### config.mk
export PLATFORM = sky130hd
export DESIGN_NAME = trace_ring_seq
export DESIGN_NICKNAME = d
export VERILOG_FILES = /design/src/rtl/trs_pkg.sv /design/src/rtl/trs_fsm.sv /design/src/rtl/trs_addr.sv /design/src/rtl/trs_status.sv /design/src/rtl/trace_ring_seq.sv
export SDC_FILE = /design/constraint.sdc
export NUM_CORES = 1
export LEC_CHECK = 0
export BUFFER_PORTS_ARGS = -buffer_cell sky130_fd_sc_hd__buf_2
export CAP_MARGIN = 15
export CORE_AREA = 2 2 114 116
export CTS_BUF_LIST = sky130_fd_sc_hd__clkbuf_4
export CTS_CLUSTER_DIAMETER = 50
export DETAILED_ROUTE_END_ITERATION = 8
export DIE_AREA = 0 0 116 118
export PLACE_DENSITY = 0.76
export SLEW_MARGIN = 20
export SYNTH_ARGS = -nofsm -noshare
export SYNTH_HDL_FRONTEND = slang
export SYNTH_HIERARCHICAL = 1
export SYNTH_SLANG_ARGS = --single-unit
### constraint.sdc
create_clock -name clk -period 4.55 [get_ports clk]
set_input_delay 0.455 -clock clk [delete_from_list [all_inputs] [get_ports clk]]
set_output_delay 0.455 -clock clk [all_outputs]
set_load 0.005 [all_outputs]
### src/rtl/trs_pkg.sv
package trs_pkg;
    localparam int RING_BUFS  = 4;
    localparam int RING_IDX_W = 2;

    typedef enum logic [1:0] {
        ST_IDLE  = 2'd0,
        ST_RUN   = 2'd1,
        ST_DRAIN = 2'd2,
        ST_HALT  = 2'd3
    } ring_state_e;
endpackage

### src/rtl/trs_fsm.sv
module trs_fsm
    import trs_pkg::*;
#(
    parameter int SIZE_W     = 23,
    parameter int REC_WORDS  = 4,
    parameter int WORD_BYTES = 4
) (
    input  logic                  clk,
    input  logic                  rst_n,
    input  logic                  trace_en,
    input  logic                  rec_valid,
    input  logic                  wr_ready,
    input  logic [SIZE_W-1:0]     buf_size,
    output logic                  active,
    output logic                  fill,
    output logic                  start,
    output logic                  running,
    output logic [RING_IDX_W-1:0] idx,
    output logic [SIZE_W-1:0]     off,
    output logic                  done,
    output logic [RING_IDX_W-1:0] done_idx
);
    localparam int CNT_W = (REC_WORDS > 1) ? $clog2(REC_WORDS) : 1;
    localparam logic [CNT_W-1:0] LAST_WORD = CNT_W'(REC_WORDS - 1);

    ring_state_e      state, state_nx;
    logic [CNT_W-1:0] wcnt, wcnt_nx;
    logic [SIZE_W-1:0] off_inc;
    logic             accept;

    // output process: when the word stream may pass
    always_comb begin
        active = 1'b0;
        unique case (state)
            ST_RUN:   active = trace_en || (wcnt != '0);
            ST_DRAIN: active = 1'b1;
            ST_IDLE:  active = 1'b0;
            ST_HALT:  active = 1'b0;
            default:  active = 1'b0;
        endcase
    end

    assign accept  = active && rec_valid && wr_ready;
    assign off_inc = off + SIZE_W'(WORD_BYTES);
    assign fill    = accept && (off_inc == buf_size);
    assign wcnt_nx = accept ? ((wcnt == LAST_WORD) ? '0 : wcnt + 1'b1) : wcnt;
    assign start   = ((state == ST_IDLE) || (state == ST_HALT)) && trace_en;
    assign running = (state == ST_RUN) || (state == ST_DRAIN);

    always_comb begin
        state_nx = state;
        unique case (state)
            ST_IDLE, ST_HALT: if (trace_en) state_nx = ST_RUN;
            ST_RUN:   if (!trace_en) state_nx = (wcnt_nx == '0) ? ST_HALT : ST_DRAIN;
            ST_DRAIN: if (wcnt_nx == '0) state_nx = ST_HALT;
            default:  state_nx = ST_IDLE;
        endcase
    end

    // state register
    always_ff @(posedge clk) begin
        if (!rst_n) state <= ST_IDLE;
        else        state <= state_nx;
    end

    always_ff @(posedge clk) begin
        if (!rst_n) begin
            wcnt <= '0;
            off  <= '0;
            idx  <= '0;
        end else if (start) begin
            wcnt <= '0;
            off  <= '0;
            idx  <= '0;
        end else if (accept) begin
            wcnt <= wcnt_nx;
            off  <= fill ? '0 : off_inc;
            if (fill) idx <= idx + 1'b1;
        end
    end

    always_ff @(posedge clk) begin
        if (!rst_n) begin
            done     <= 1'b0;
            done_idx <= '0;
        end else begin
            done <= fill;
            if (fill) done_idx <= idx;
        end
    end
endmodule

### src/rtl/trs_addr.sv
module trs_addr
    import trs_pkg::*;
#(
    parameter int ADDR_W = 32,
    parameter int SIZE_W = 23
) (
    input  logic [RING_BUFS-1:0][ADDR_W-1:0] buf_base,
    input  logic [RING_IDX_W-1:0]            idx,
    input  logic [SIZE_W-1:0]                off,
    output logic [ADDR_W-1:0]                addr
);
    assign addr = buf_base[idx] + ADDR_W'(off);
endmodule

### src/rtl/trs_status.sv
module trs_status
    import trs_pkg::*;
(
    input  logic                  clk,
    input  logic                  rst_n,
    input  logic                  fill,
    input  logic [RING_IDX_W-1:0] fill_idx,
    input  logic                  chk_en,
    input  logic                  start,
    input  logic [RING_BUFS-1:0]  clr,
    output logic [RING_BUFS-1:0]  status,
    output logic                  overflow
);
    logic [RING_BUFS-1:0]  kept;
    logic [RING_IDX_W-1:0] nxt;

    assign kept = status & ~clr;
    assign nxt  = fill_idx + 1'b1;

    for (genvar b = 0; b < RING_BUFS; b++) begin : g_bit
        always_ff @(posedge clk) begin
            if (!rst_n)                                   status[b] <= 1'b0;
            else if (fill && (fill_idx == RING_IDX_W'(b))) status[b] <= 1'b1;
            else                                          status[b] <= kept[b];
        end
    end

    always_ff @(posedge clk) begin
        if (!rst_n)                             overflow <= 1'b0;
        else if (start)                         overflow <= 1'b0;
        else if (fill && chk_en && kept[nxt])   overflow <= 1'b1;
    end
endmodule

### src/rtl/trace_ring_seq.sv
module trace_ring_seq
    import trs_pkg::*;
#(
    parameter int ADDR_W    = 32,
    parameter int DATA_W    = 32,
    parameter int SIZE_W    = 23,
    parameter int REC_WORDS = 4
) (
    input  logic                             clk,
    input  logic                             rst_n,
    input  logic                             trace_en,
    input  logic [RING_BUFS-1:0][ADDR_W-1:0] buf_base,
    input  logic [SIZE_W-1:0]                buf_size,
    input  logic                             rec_valid,
    input  logic [DATA_W-1:0]                rec_data,
    output logic                             rec_ready,
    output logic                             wr_valid,
    output logic [ADDR_W-1:0]                wr_addr,
    output logic [DATA_W-1:0]                wr_data,
    input  logic                             wr_ready,
    input  logic [RING_BUFS-1:0]             status_clr,
    output logic                             buf_done,
    output logic [RING_IDX_W-1:0]            done_idx,
    output logic [RING_BUFS-1:0]             buf_status,
    output logic                             overflow,
    output logic                             irq,
    output logic [RING_IDX_W-1:0]            cur_idx,
    output logic [SIZE_W-1:0]                cur_off
);
    localparam int WORD_BYTES = DATA_W / 8;

    logic active, fill, start, running;

    trs_fsm #(
        .SIZE_W(SIZE_W), .REC_WORDS(REC_WORDS), .WORD_BYTES(WORD_BYTES)
    ) u_fsm (
        .clk(clk), .rst_n(rst_n), .trace_en(trace_en),
        .rec_valid(rec_valid), .wr_ready(wr_ready), .buf_size(buf_size),
        .active(active), .fill(fill), .start(start), .running(running),
        .idx(cur_idx), .off(cur_off), .done(buf_done), .done_idx(done_idx)
    );

    trs_addr #(.ADDR_W(ADDR_W), .SIZE_W(SIZE_W)) u_addr (
        .buf_base(buf_base), .idx(cur_idx), .off(cur_off), .addr(wr_addr)
    );

    trs_status u_status (
        .clk(clk), .rst_n(rst_n), .fill(fill), .fill_idx(cur_idx),
        .chk_en(trace_en), .start(start), .clr(status_clr),
        .status(buf_status), .overflow(overflow)
    );

    assign wr_valid  = active && rec_valid;
    assign rec_ready = active && wr_ready;
    assign wr_data   = rec_data;
    assign irq       = |buf_status;
endmodule

Word-level counts from Yosys, hierarchy flattened
Index checks and enable logic that the tools add are counted.
Word-level totals
  memory bits (read-only): 0
  bits in writable memories: 0
  input bits: 192
  bits in latches: 0
  memories: 0
  flip-flop bits (word level): 37
  output and inout bits: 100
Cells by class
  add/subtract/negate cells: 4
  reductions and logical operators: 22
  multiplexer cells: 17
  $lt $le $gt $ge: 2
  $mul: 0
  eq/ne operators: 11
  bitwise logic cells: 3
  shift-type cells: 0
  div/mod/pow operators: 0
Operator list (number)
  $bmux 32 s2: 1
  $add 32x23->32: 1
  $mux 32: 1
  $add 23x3->23 const B: 1
  $eq 23x23->1: 1
  $mux 23: 1
  $logic_and 1x1->1: 11
  $eq 2x2->1 const B: 5
  $mux 2: 5
  $logic_not 2->1: 3
  $lt 2x3->1 const B: 2
  $mux 1: 6
  $pmux 2 s3: 1
  $add 2x1->2 const B: 2
  $and 4x4->4: 1
  $eq 2x1->1 const B: 2
  $ne 2x2->1 const B: 2
  $not 4->4: 1
  $reduce_or 2->1: 2
  $reduce_or 4->1: 1
  $pmux 1 s3: 1
  $reduce_and 3->1: 1
  $bmux 1 s2: 1
  $logic_or 1x1->1: 2
  other kinds (4): 4

Logic depth before layout (Yosys ltp)
Gate-level depths: netlist of the first run.
  depth in word-level cells: 10
  gate-level depth with buffers: 13

Cells and area by module
The synthesis of the first run kept the hierarchy.
By module, submodules not included
  trs_fsm: cells each 300, area each 2413.6 um^2, instances 1
  trs_addr: cells each 222, area each 2184.6 um^2, instances 1
  trs_status: cells each 32, area each 286.5 um^2, instances 1
  trace_ring_seq: cells each 35, area each 260.2 um^2, instances 1

Worst setup path before layout of the first run
Ideal clock, no wire load.
  path kind: register to output
  from: register u_fsm.idx[0]
  to: output wr_addr[28]
  cell stages (with the launch flop): 13
  data required time: 4.095 ns
  arrival: 3.357 ns
  path slack: 0.738 ns
  cells stage by stage: dfxtp_1 > buf_6 > buf_12 > buf_2 > mux4_2 > ha_1 > a21o_2 > a221oi_2 > o211ai_1 > a21o_1 > a32oi_1 > nor2_1 > xor2_1
Between the ends
  longest elaborated chain between the ends: 3
Ends and longest elaborated chain
  start: declaration: RTL line trs_fsm.sv:18  | output logic [RING_IDX_W-1:0] idx,
  start signal: assignment: RTL line trs_fsm.sv:78  | if (fill) idx <= idx + 1'b1;
  $bmux 32 s2: RTL line trs_addr.sv:12  | assign addr = buf_base[idx] + ADDR_W'(off);
  $mux 32 (not written as such): RTL line trs_addr.sv:12
  $add 32x23->32: RTL line trs_addr.sv:12
  end: declaration: RTL line trace_ring_seq.sv:18  | output logic [ADDR_W-1:0] wr_addr,
No other way between the ends. The select of a mux whose other input is x is not followed.

Worst setup path after layout of the first run
Same ends and word-level chain as after synthesis.

==> run summary, run 1 <==
slack of the critical path: 473 ps
area leader, netlist: dfxtp_1
flops & latches, synth: 35
Clock Tree Root: clkbuf_4
post-route ant nets: 0
pin count of the biggest net entering global routing: 27
Largest delay share family, worst path: compound AO/OA/AOI/OAI gates
Placed Cells incl. Taps: 931
die width: 116 µm
Max Cap Viol: 0
reg2reg start: u_fsm/off[2]$_SDFFE_PP0N_
Hold Buf Count CTS: 0
FILL cells: 1212
slowest library cell on the worst path: dfxtp_4
HPWL after detailed placement: 12900 µm
Avg WL per Cell: 16.5 µm
Final Hold Fails: 0
critical path endpoint category: output pin
# IOs: 292
WL met2: 7400 µm
worst hold margin: 379 ps
Mean Syn Cell Area: 8.74 µm²
met3 routed WL: 989 µm
Critical Path Start: u_fsm/idx[0]$_SDFFE_PP0P_
fin. max-slew vios: 0
WL final: 15500 µm
IO Port Bufs: 225
Yosys cell types: 92
H-tree depth: 2
final setup fails: 0
die area: 13700 µm²
vias in the first global route: 5023
layout cells sized above 1: 0.392
Critical R2R Capture: u_status/overflow$_SDFFE_PP0P_
maximum vdd drop: 0.000219 V
DR iter-0 viols: 401
core area: 12400 µm²
met1 WL: 6810 µm
initial core utilization: 0.414
Crit Path Max Fanout: 21
number of enable flip-flop cells after synthesis: 0
reg2reg setup slack: 710 ps
DRC: 0
fin nets: 992
share of the yosys chip area belonging to registers: 0.136
initial antenna violation count: 0
Critical Path RT: 4090 ps
pre-CTS setup slack: 555 ps
critical path endpoint: wr_addr[28]
Setup TNS: 0 ps
Slew @ Worst Pin: 663 ps
Worst path depth: 10
Clk pin slew, worst setup/hold paths: 120 ps
Final Util: 0.497
top_reg_cell synth: dfxtp_1
cell chain of the critical path: buf_4 -> mux4_2 -> ha_1 -> and3_2 -> a211o_1 -> a21o_1 -> a32oi_1 -> nor2_1 -> xor2_1 -> buf_2
synth top area cells: dfxtp_1 14%, mux4_2 13%, ha_1 8.0%
Lkg Pwr: 2.71 nW
placed inst area: 6110 µm²
Final min period: 4080 ps
total gr overflow: 0
Resize count post-CTS: 0
Power Total: 906 µW
final clock skew: 10.2 ps
HP Class: input pin to register
Critical Path AT: 3620 ps
clock insertion delay at the later pin of the skew report: 340 ps
design area: 6170 µm²
crit-path max cell delay: 610 ps
Buf+Inv Stages, Crit Path: 2
vias: 5177
CTS sink count: 35
num rows: 41
RSZ-0062 raised after global routing: false
status: complete, no violations
Cell Count, Final, Fillers Out: 939
Gate Count Post-Synth: 589
total CTS buffers: 5
antenna cells: 0
first-pass GRT wire length: 24100 µm
WS Path Type: register to output pin
Tot GR Track Use: 0.216
first-pass detailed-route iteration total: 4
ys async rst share: 0
Via density: 5.51
Max Fclk: 245 MHz
Synthesis Warnings: 6
# Post-CTS Setup Buffers: 0
PD cells: 147 nW/µm²
Startpoint Class: register
post-synth design cell area: 5140 µm²
r2r worst-path depth: 10
Layout area overhead: 19.9%
die height: 118 µm
final RePlAce weighted congestion: 0.914
Clock Path Buffers: 2
period utilization: 0.896
post-synth top area share: 0.136
max layer used: met4
CTS tree: built
relative slew slack: 0.546
==> power breakdown <==
| part | switching, mW | internal (mW) | total (mW) | leakage, nW |
|---|---|---|---|---|
| registers | 0.0122 | 0.316 | 0.328 | 0.284 |
| clock network | 0.110 | 0.0722 | 0.182 | 0.0361 |
| logic | 0.203 | 0.193 | 0.396 | 2.39 |
==> worst register-to-register path, delay by kind of cell (launching register included) <==
kind | cells | cell delay [ps]
compound gates | 3 | 720
fa+ha+maj | 1 | 350
flops | 1 | 590
simple gates | 6 | 2080
==> flip-flops by register name, indices dropped and copies added, names as in the netlist <==
register and count:
u_fsm/done 1, u_fsm/done_idx 2, u_fsm/idx 2, u_fsm/off 21, u_fsm/state 2, u_fsm/wcnt 2
u_status/overflow 1, u_status/status 4
==> cell families after synthesis <==
family,Yosys count,share of synthesized area
AO/OA/AOI/OAI,128,0.189
XOR/XNOR,72,0.129
adder cells (fa/ha/maj),34,0.0841
buffers and inverters,82,0.0990
flip-flops,35,0.136
multiplexers,34,0.146
other,1,0.000729
AND/OR/NAND/NOR,203,0.215
==> synth_stat cells, drive strengths merged (3+ instances only) <==
cell type	count
buf	52
xnor2	47
nor2	39
nand2	37
dfxtp	35
a21oi	34
ha	33
nor3	33
mux4	32
xor2	24
inv	19
nand3	18
o21ai	15
nand4	14
a21o	11
clkbuf	11
and3	8
nor4	8
a31oi	7
and2	7
o31ai	7
nand2b	6
o21a	6
a2111oi	5
o211ai	5
o21bai	5
or3	5
a211o	4
a32oi	4
and4	4
nor2b	4
or2	4
or4	4
a211oi	3
==> area by class of cell <==
class	instances	area, µm²	area share
multi-input cells	473	3940	0.639
inverters	19	71.3	0.0116
flip-flops and latches	35	706	0.114
clock buffers	7	52.6	0.00852
repair buffers	232	1180	0.191
clock inverters	1	5.00	0.000812
well taps	172	215	0.0349
==> placed cells by master, fill, tap and decap left out, drive strengths merged, types with 18 or more instances in the layout <==
| cell type | count |
|---|---|
| buf | 232 |
| xnor2 | 47 |
| nor2 | 39 |
| nand2 | 37 |
| dfxtp | 35 |
| a21oi | 34 |
| ha | 33 |
| nor3 | 33 |
| mux4 | 32 |
| xor2 | 24 |
| inv | 19 |
| nand3 | 18 |
==> metal layers <==
metal,vias up,GRT usage
met2,195,0.372
met5,-,0
met3,24,0.0330
met4,0,0.0543
met1,2428,0.280
li1,2530,-
==> worst min path at each step <==
stage | from | endpoint | slack, ps | cells past startpoint
4_1_cts | status_clr[1] | u_status/status[1]$_SDFF_PN0_ | 360 | 3
3_3_place_gp | u_fsm/done_idx[0]$_SDFFE_PN0P_ | u_fsm/done_idx[0]$_SDFFE_PN0P_ | 460 | 2
3_5_place_dp | u_fsm/wcnt[1]$_SDFFE_PP0N_ | u_fsm/wcnt[1]$_SDFFE_PP0N_ | 480 | 2
5_1_grt | status_clr[1] | u_status/status[1]$_SDFF_PN0_ | 360 | 3
6_report | status_clr[1] | u_status/status[1]$_SDFF_PN0_ | 380 | 3
2_1_floorplan | u_fsm/wcnt[1]$_SDFFE_PP0N_ | u_fsm/wcnt[1]$_SDFFE_PP0N_ | 450 | 2
Power figures use the tool's default switching activity.
==> run 2: changes to the inputs <==
--- a/config.mk
+++ b/config.mk
@@ -15,3 +15,3 @@
 export PLACE_DENSITY = 0.76
-export SLEW_MARGIN = 20
+export SLEW_MARGIN = 15
 export SYNTH_ARGS = -nofsm -noshare
--- a/constraint.sdc
+++ b/constraint.sdc
@@ -3,2 +3,2 @@
 set_output_delay 0.455 -clock clk [all_outputs]
-set_load 0.005 [all_outputs]
+set_load 0.02 [all_outputs]
==> run 2 against run 1 <==
Compared with the run above:
- total power is 9.2% higher
- global-route usage is 0.99 points higher
- critical path depth stayed put
- utilization is 0.19 points higher
- worst hold slack worse by 8.3 ps
- cell count is 0.11% lower
- clock-buffer cell count is 2 lower
- sequential share of layout area hardly changed
- register-to-register slack hardly changed
- setup slack better by 57 ps
- design area is 0.39% higher
- die area stayed put
- critical endpoint is now wr_addr[29]
- largest power group unchanged
- highest routed layer unchanged
==> run summary, run 2 (synthesis gave the netlist of run 1 again) <==
reg2reg start: u_fsm/off[2]$_SDFFE_PP0N_
vias in the first global route: 5074 (+1.0%)
fin nets: 991 (-0.10%)
HPWL after detailed placement: 13000 µm (+1.0%)
antenna cells: 0 (unchanged)
Crit Path Max Fanout: 19 (-9.5%)
cell chain of the critical path: mux4_2 -> ha_1 -> o211a_4 -> a21oi_4 -> a2111oi_4 -> o211ai_4 -> a31oi_4 -> nand4_1 -> xnor2_1 -> buf_2
PD cells: 160 nW/µm² (+8.8%)
hold wc startpoint: rst_n
DRC: 0 (unchanged)
IO Port Bufs: 225 (unchanged)
Power Total: 990 µW (+9.2%)
initial core utilization: 0.414 (unchanged)
Slew @ Worst Pin: 642 ps (-21.4 ps)
DR iter-0 viols: 382 (-4.7%)
RSZ-0062 raised after global routing: false
registers with the most flip-flops: u_fsm/off (21), u_status/status (4)
period utilization: 0.884 (-0.0125)
Via density: 5.57 (+1.1%)
Lkg Pwr: 2.71 nW (+0.14%)
total CTS buffers: 5 (unchanged)
placed inst area: 6110 µm² (about the same)
design area: 6190 µm² (+0.39%)
met3 routed WL: 1080 µm (+9.5%)
vias: 5226 (+0.95%)
Cell Count, Final, Fillers Out: 938 (-0.11%)
met1 WL: 6830 µm (+0.40%)
Clock Tree Root: clkbuf_4
HP Class: input pin to register
clock insertion delay at the later pin of the skew report: 350 ps (about the same)
Reg area: 706 µm² (unchanged)
post-route ant nets: 0 (unchanged)
total gr overflow: 0 (unchanged)
# IOs: 292 (unchanged)
pin count of the biggest net entering global routing: 27 (unchanged)
WL met2: 7640 µm (+3.2%)
maximum vdd drop: 0.000242 V (+10%)
Clk pin slew, worst setup/hold paths: 120 ps (about the same)
Final min period: 4020 ps (-56.7 ps)
Critical Path Start: u_fsm/idx[0]$_SDFFE_PP0P_
core area: 12400 µm² (unchanged)
Setup TNS: 0 ps (unchanged)
initial antenna violation count: 0 (unchanged)
first-pass GRT wire length: 25100 µm (+4.1%)
relative slew slack: 0.561 (+0.0147)
final RePlAce weighted congestion: 0.848 (-7.2%)
most frequent cells in the layout: 225 x buf_2, 46 x xnor2_1, 39 x nor2_1
layout cells sized above 1: 0.390 (-0.00210)
max layer used: met4
final clock skew: 12.0 ps (+1.75 ps)
Biggest register: u_fsm/off
status: complete, no violations
Max Cap Viol: 0 (unchanged)
commonest non-fill, non-tap cell in the layout: buf_2
die height: 118 µm (unchanged)
max FFs per register: 21 (unchanged)
Avg WL per Cell: 16.9 µm (+2.6%)
Tot GR Track Use: 0.226 (+0.00986)
die width: 116 µm (unchanged)
slowest library cell on the worst path: dfxtp_4
multi-input logic area: 3940 µm² (unchanged)
Clock Path Buffers: 2 (unchanged)
CTS tree: built
first-pass detailed-route iteration total: 5 (+1)
FILL cells: 1261 (+4.0%)
WL final: 15900 µm (+2.4%)
Critical Path RT: 4090 ps (about the same)
CTS sink count: 35 (unchanged)
crit-path max cell delay: 620 ps (about the same)
Max Fclk: 249 MHz (+1.4%)
critical path endpoint category: output pin
Final Hold Fails: 0 (unchanged)
Layout area overhead: 20.3%
Placed Cells incl. Taps: 930 (-0.11%)
H-tree depth: 2 (unchanged)
WS Path Type: register to output pin
Startpoint Class: register
Critical Path AT: 3570 ps (-50 ps)
num rows: 41 (unchanged)
fin. max-slew vios: 0 (unchanged)
final setup fails: 0 (unchanged)
die area: 13700 µm² (unchanged)
==> run 2: cell type report <==
cell class,instances,area share
sequential,35,0.114
multi-input combinational,473,0.636
tap,172,0.0348
timing repair buffer,231,0.191
clock buffer,5,0.00606
clock inverter,3,0.00627
inverter,19,0.0115
==> run 2: path summary, 6_finish.rpt <==
path                                    endpoint  slack (ps)  cells after the start
setup reg to reg  u_status/overflow$_SDFFE_PP0P_         700                     10
setup / recovery                     wr_addr[29]         530                     10
hold / removal       u_fsm/state[1]$_SDFFE_PN0P_         370                      2
hold reg to reg       u_fsm/wcnt[1]$_SDFFE_PP0N_         490                      2
==> run 2: power by group <==
part	total (mW)	internal [mW]	switching (mW)	leakage (nW)
logic	0.435	0.194	0.241	2.39
clock network	0.225	0.113	0.112	0.0426
registers	0.329	0.316	0.0127	0.284
==> run 2: worst max-delay path, delay by kind of cell, from the launching register on <==
kind / cells / cell delay [ps]
AO/OA/AOI/OAI: 5 / 1180
flip-flops: 1 / 620
multiplexers: 1 / 570
adder cells (fa/ha/maj): 1 / 380
buffers and inverters: 1 / 180
AND/OR/NAND/NOR: 1 / 150
XOR/XNOR: 1 / 150
==> run 2: per-layer routing <==
layer,global-route usage,vias up
li1,-,2531
met1,0.295,2440
met2,0.392,226
met3,0.0314,29
met4,0.0513,0
met5,0,-
==> run 2: what timing repair did <==
action / CTS / global route
resized for setup: 0 / 1
buffers inserted: 0 / 0
setup endpoints to repair: 0 / 2
hold buffers: 0 / 0
==> run 2: stage by stage <==
step | utilization | hold slack (ps) | setup slack, ps
after floorplan | - | 453 | 422
after global placement | 0.492 | 462 | 676
after detailed placement | 0.492 | 469 | 642
after CTS | 0.498 | 356 | 257
after global routing | 0.499 | 356 | 237
final | 0.499 | 370 | 530
==> run 3: changes to the inputs <==
Clock period 4.55 ns to 4.2 ns, I/O delays scaled along.
==> run 3 against run 2 <==
Compared with the run above:
- utilization grew 0.30 points
- non-clock buffer count grew 5
- highest routed layer unchanged
- design area is 0.61% higher
- die area unchanged
- first-iteration DRC count fell by 3.4%
- critical path depth did not move
- sequential cell count unchanged
- clock power increased by 10%
- sequential power grew 7.3%
- largest power group unchanged
==> run summary, run 3 (synthesis gave the netlist of run 1 again) <==
status: complete, no violations
Largest delay share family, worst path: compound AO/OA/AOI/OAI gates
hold wc startpoint: rst_n
pin count of the biggest net entering global routing: 26 (-3.7%)
Placed Cells incl. Taps: 935 (+0.54%)
worst hold margin: 340 ps (-30.3 ps)
Crit Path Max Fanout: 17 (-2)
Clk pin slew, worst setup/hold paths: 110 ps (about the same)
PD cells: 174 nW/µm² (+8.6%)
Critical R2R Capture: u_status/overflow$_SDFFE_PP0P_
Critical Path AT: 3590 ps (+20 ps)
first-pass GRT wire length: 24800 µm (-1.3%)
layout cells sized above 1: 0.394 (+0.00395)
post-route ant nets: 0 (unchanged)
GRT Max-Usage Layer: met2
reg2reg setup slack: 600 ps (-100 ps)
Biggest register: u_fsm/off
Layout area overhead: 21.1%
critical path endpoint category: output pin
Power Total: 1.08 mW (+9.3%)
Slew @ Worst Pin: 666 ps (+23.9 ps)
HP Class: input pin to register
reg2reg start: u_fsm/off[3]$_SDFFE_PP0N_
maximum vdd drop: 0.000264 V (+9.0%)
# Post-CTS Setup Buffers: 0 (unchanged)
H-tree depth: 2 (unchanged)
Max Fclk: 250 MHz
Avg WL per Cell: 17.0 µm (+0.64%)
hold path depth: 2 (unchanged)
vias: 5232 (+0.11%)
final RePlAce weighted congestion: 0.879 (+3.6%)
RSZ-0062 raised after global routing: false
Final min period: 4010 ps
die width: 116 µm (unchanged)
registers with the most flip-flops: u_fsm/off (21), u_status/status (4)
Cell Count, Final, Fillers Out: 943 (+0.53%)
Critical Path RT: 3780 ps (-310 ps)
total CTS buffers: 5 (unchanged)
period utilization: 0.954
CTS sink count: 35 (unchanged)
Hold Buf Count CTS: 0 (unchanged)
CTS tree: built
fin. max-slew vios: 0 (unchanged)
Setup TNS: 0 ps (unchanged)
first-pass detailed-route iteration total: 4 (-1)
grt met1 use: 0.292 (-0.00320)
HPWL after detailed placement: 13100 µm (+0.76%)
Max Cap Viol: 0 (unchanged)
fin nets: 996 (+0.50%)
IO Port Bufs: 225 (unchanged)
die height: 118 µm (unchanged)
cell chain of the critical path: mux4_2 -> ha_1 -> a21o_2 -> a221oi_2 -> o211ai_1 -> a21o_1 -> a32oi_1 -> nor2_1 -> xor2_1 -> buf_2
initial core utilization: 0.414 (unchanged)
total gr overflow: 0 (unchanged)
WS Path Type: register to output pin
grt met3 use: 0.0314 (unchanged)
slowest library cell on the worst path: dfxtp_4
most frequent cells in the layout: 225 x buf_2, 46 x xnor2_1, 39 x nor2_1
Via density: 5.55 (-0.42%)
# IOs: 292 (unchanged)
r2r worst-path depth: 11 (+1)
pre-CTS setup slack: 361 ps (-282 ps)
Lkg Pwr: 2.74 nW (+1.0%)
Clock Tree Root: clkbuf_4
antenna cells: 0 (unchanged)
GRT met2 Usage: 0.386 (-0.00585)
Final Hold Fails: 0 (unchanged)
initial antenna violation count: 0 (unchanged)
final clock skew: 17.8 ps (+5.85 ps)
DR iter-0 viols: 369 (-3.4%)
Startpoint Class: register
slack of the critical path: 192 ps (-337 ps)
Buf+Inv Stages, Crit Path: 1 (unchanged)
relative slew slack: 0.545 (-0.0164)
clock insertion delay at the later pin of the skew report: 360 ps (about the same)
core area: 12400 µm² (unchanged)
DRC: 0 (unchanged)
commonest non-fill, non-tap cell in the layout: buf_2
die area: 13700 µm² (unchanged)
max FFs per register: 21 (unchanged)
final setup fails: 0 (unchanged)
Tot GR Track Use: 0.223 (-0.00314)
vias in the first global route: 5005 (-1.4%)
WL final: 16000 µm (+1.2%)
Clock Path Buffers: 2 (unchanged)
WHS Endpoint: u_fsm/state[1]$_SDFFE_PN0P_
crit-path max cell delay: 590 ps (-30 ps)
num rows: 41 (unchanged)
-- run 3: per-stage QoR --
step	area (µm²)	util
finish	6230	0.502
global route	6230	0.502
CTS	6230	0.502
detailed placement	6150	0.495
global placement	6150	0.495
floorplan	5150	-
-- run 3: how the worst max path moves through the flow --
stage | start | endpoint | depth (start not counted)
after global routing | u_fsm/idx[0]$_SDFFE_PP0P_ | wr_addr[29] | 10
after CTS | u_fsm/idx[0]$_SDFFE_PP0P_ | wr_addr[28] | 10
after global placement | u_fsm/idx[0]$_SDFFE_PP0P_ | wr_addr[28] | 10
after floorplan | u_fsm/idx[0]$_SDFFE_PP0P_ | wr_addr[28] | 12
after detailed placement | u_fsm/idx[0]$_SDFFE_PP0P_ | wr_addr[28] | 10
final | u_fsm/idx[0]$_SDFFE_PP0P_ | wr_addr[28] | 10
-- run 3: layout make-up --
class | count | area (µm²)
fill | 1202 | 6190
clock buffer | 5 | 37.5
inverter | 19 | 71.3
tap | 172 | 215
sequential | 35 | 706
multi-input combinational | 473 | 3940
clock inverter | 3 | 38.8
timing repair buffer | 236 | 1220
-- run 3: per-layer routing --
layer	up-vias	wire, µm
li1	2547	-
met1	2440	6900
met2	216	7720
met3	29	1120
met4	0	301
met5	-	0
-- run 3: where the power goes --
part / leakage [nW] / internal [mW] / switching [mW]
combinational: 2.41 / 0.212 / 0.269
clock: 0.0426 / 0.122 / 0.126
sequential: 0.284 / 0.342 / 0.0104
total: 2.74 / 0.676 / 0.405
-- run 3: repair_timing --
action / CTS / global route
gates resized for setup: 1 / 0
endpoints found under the setup margin: 3 / 0
hold endpoints to repair: 0 / 0
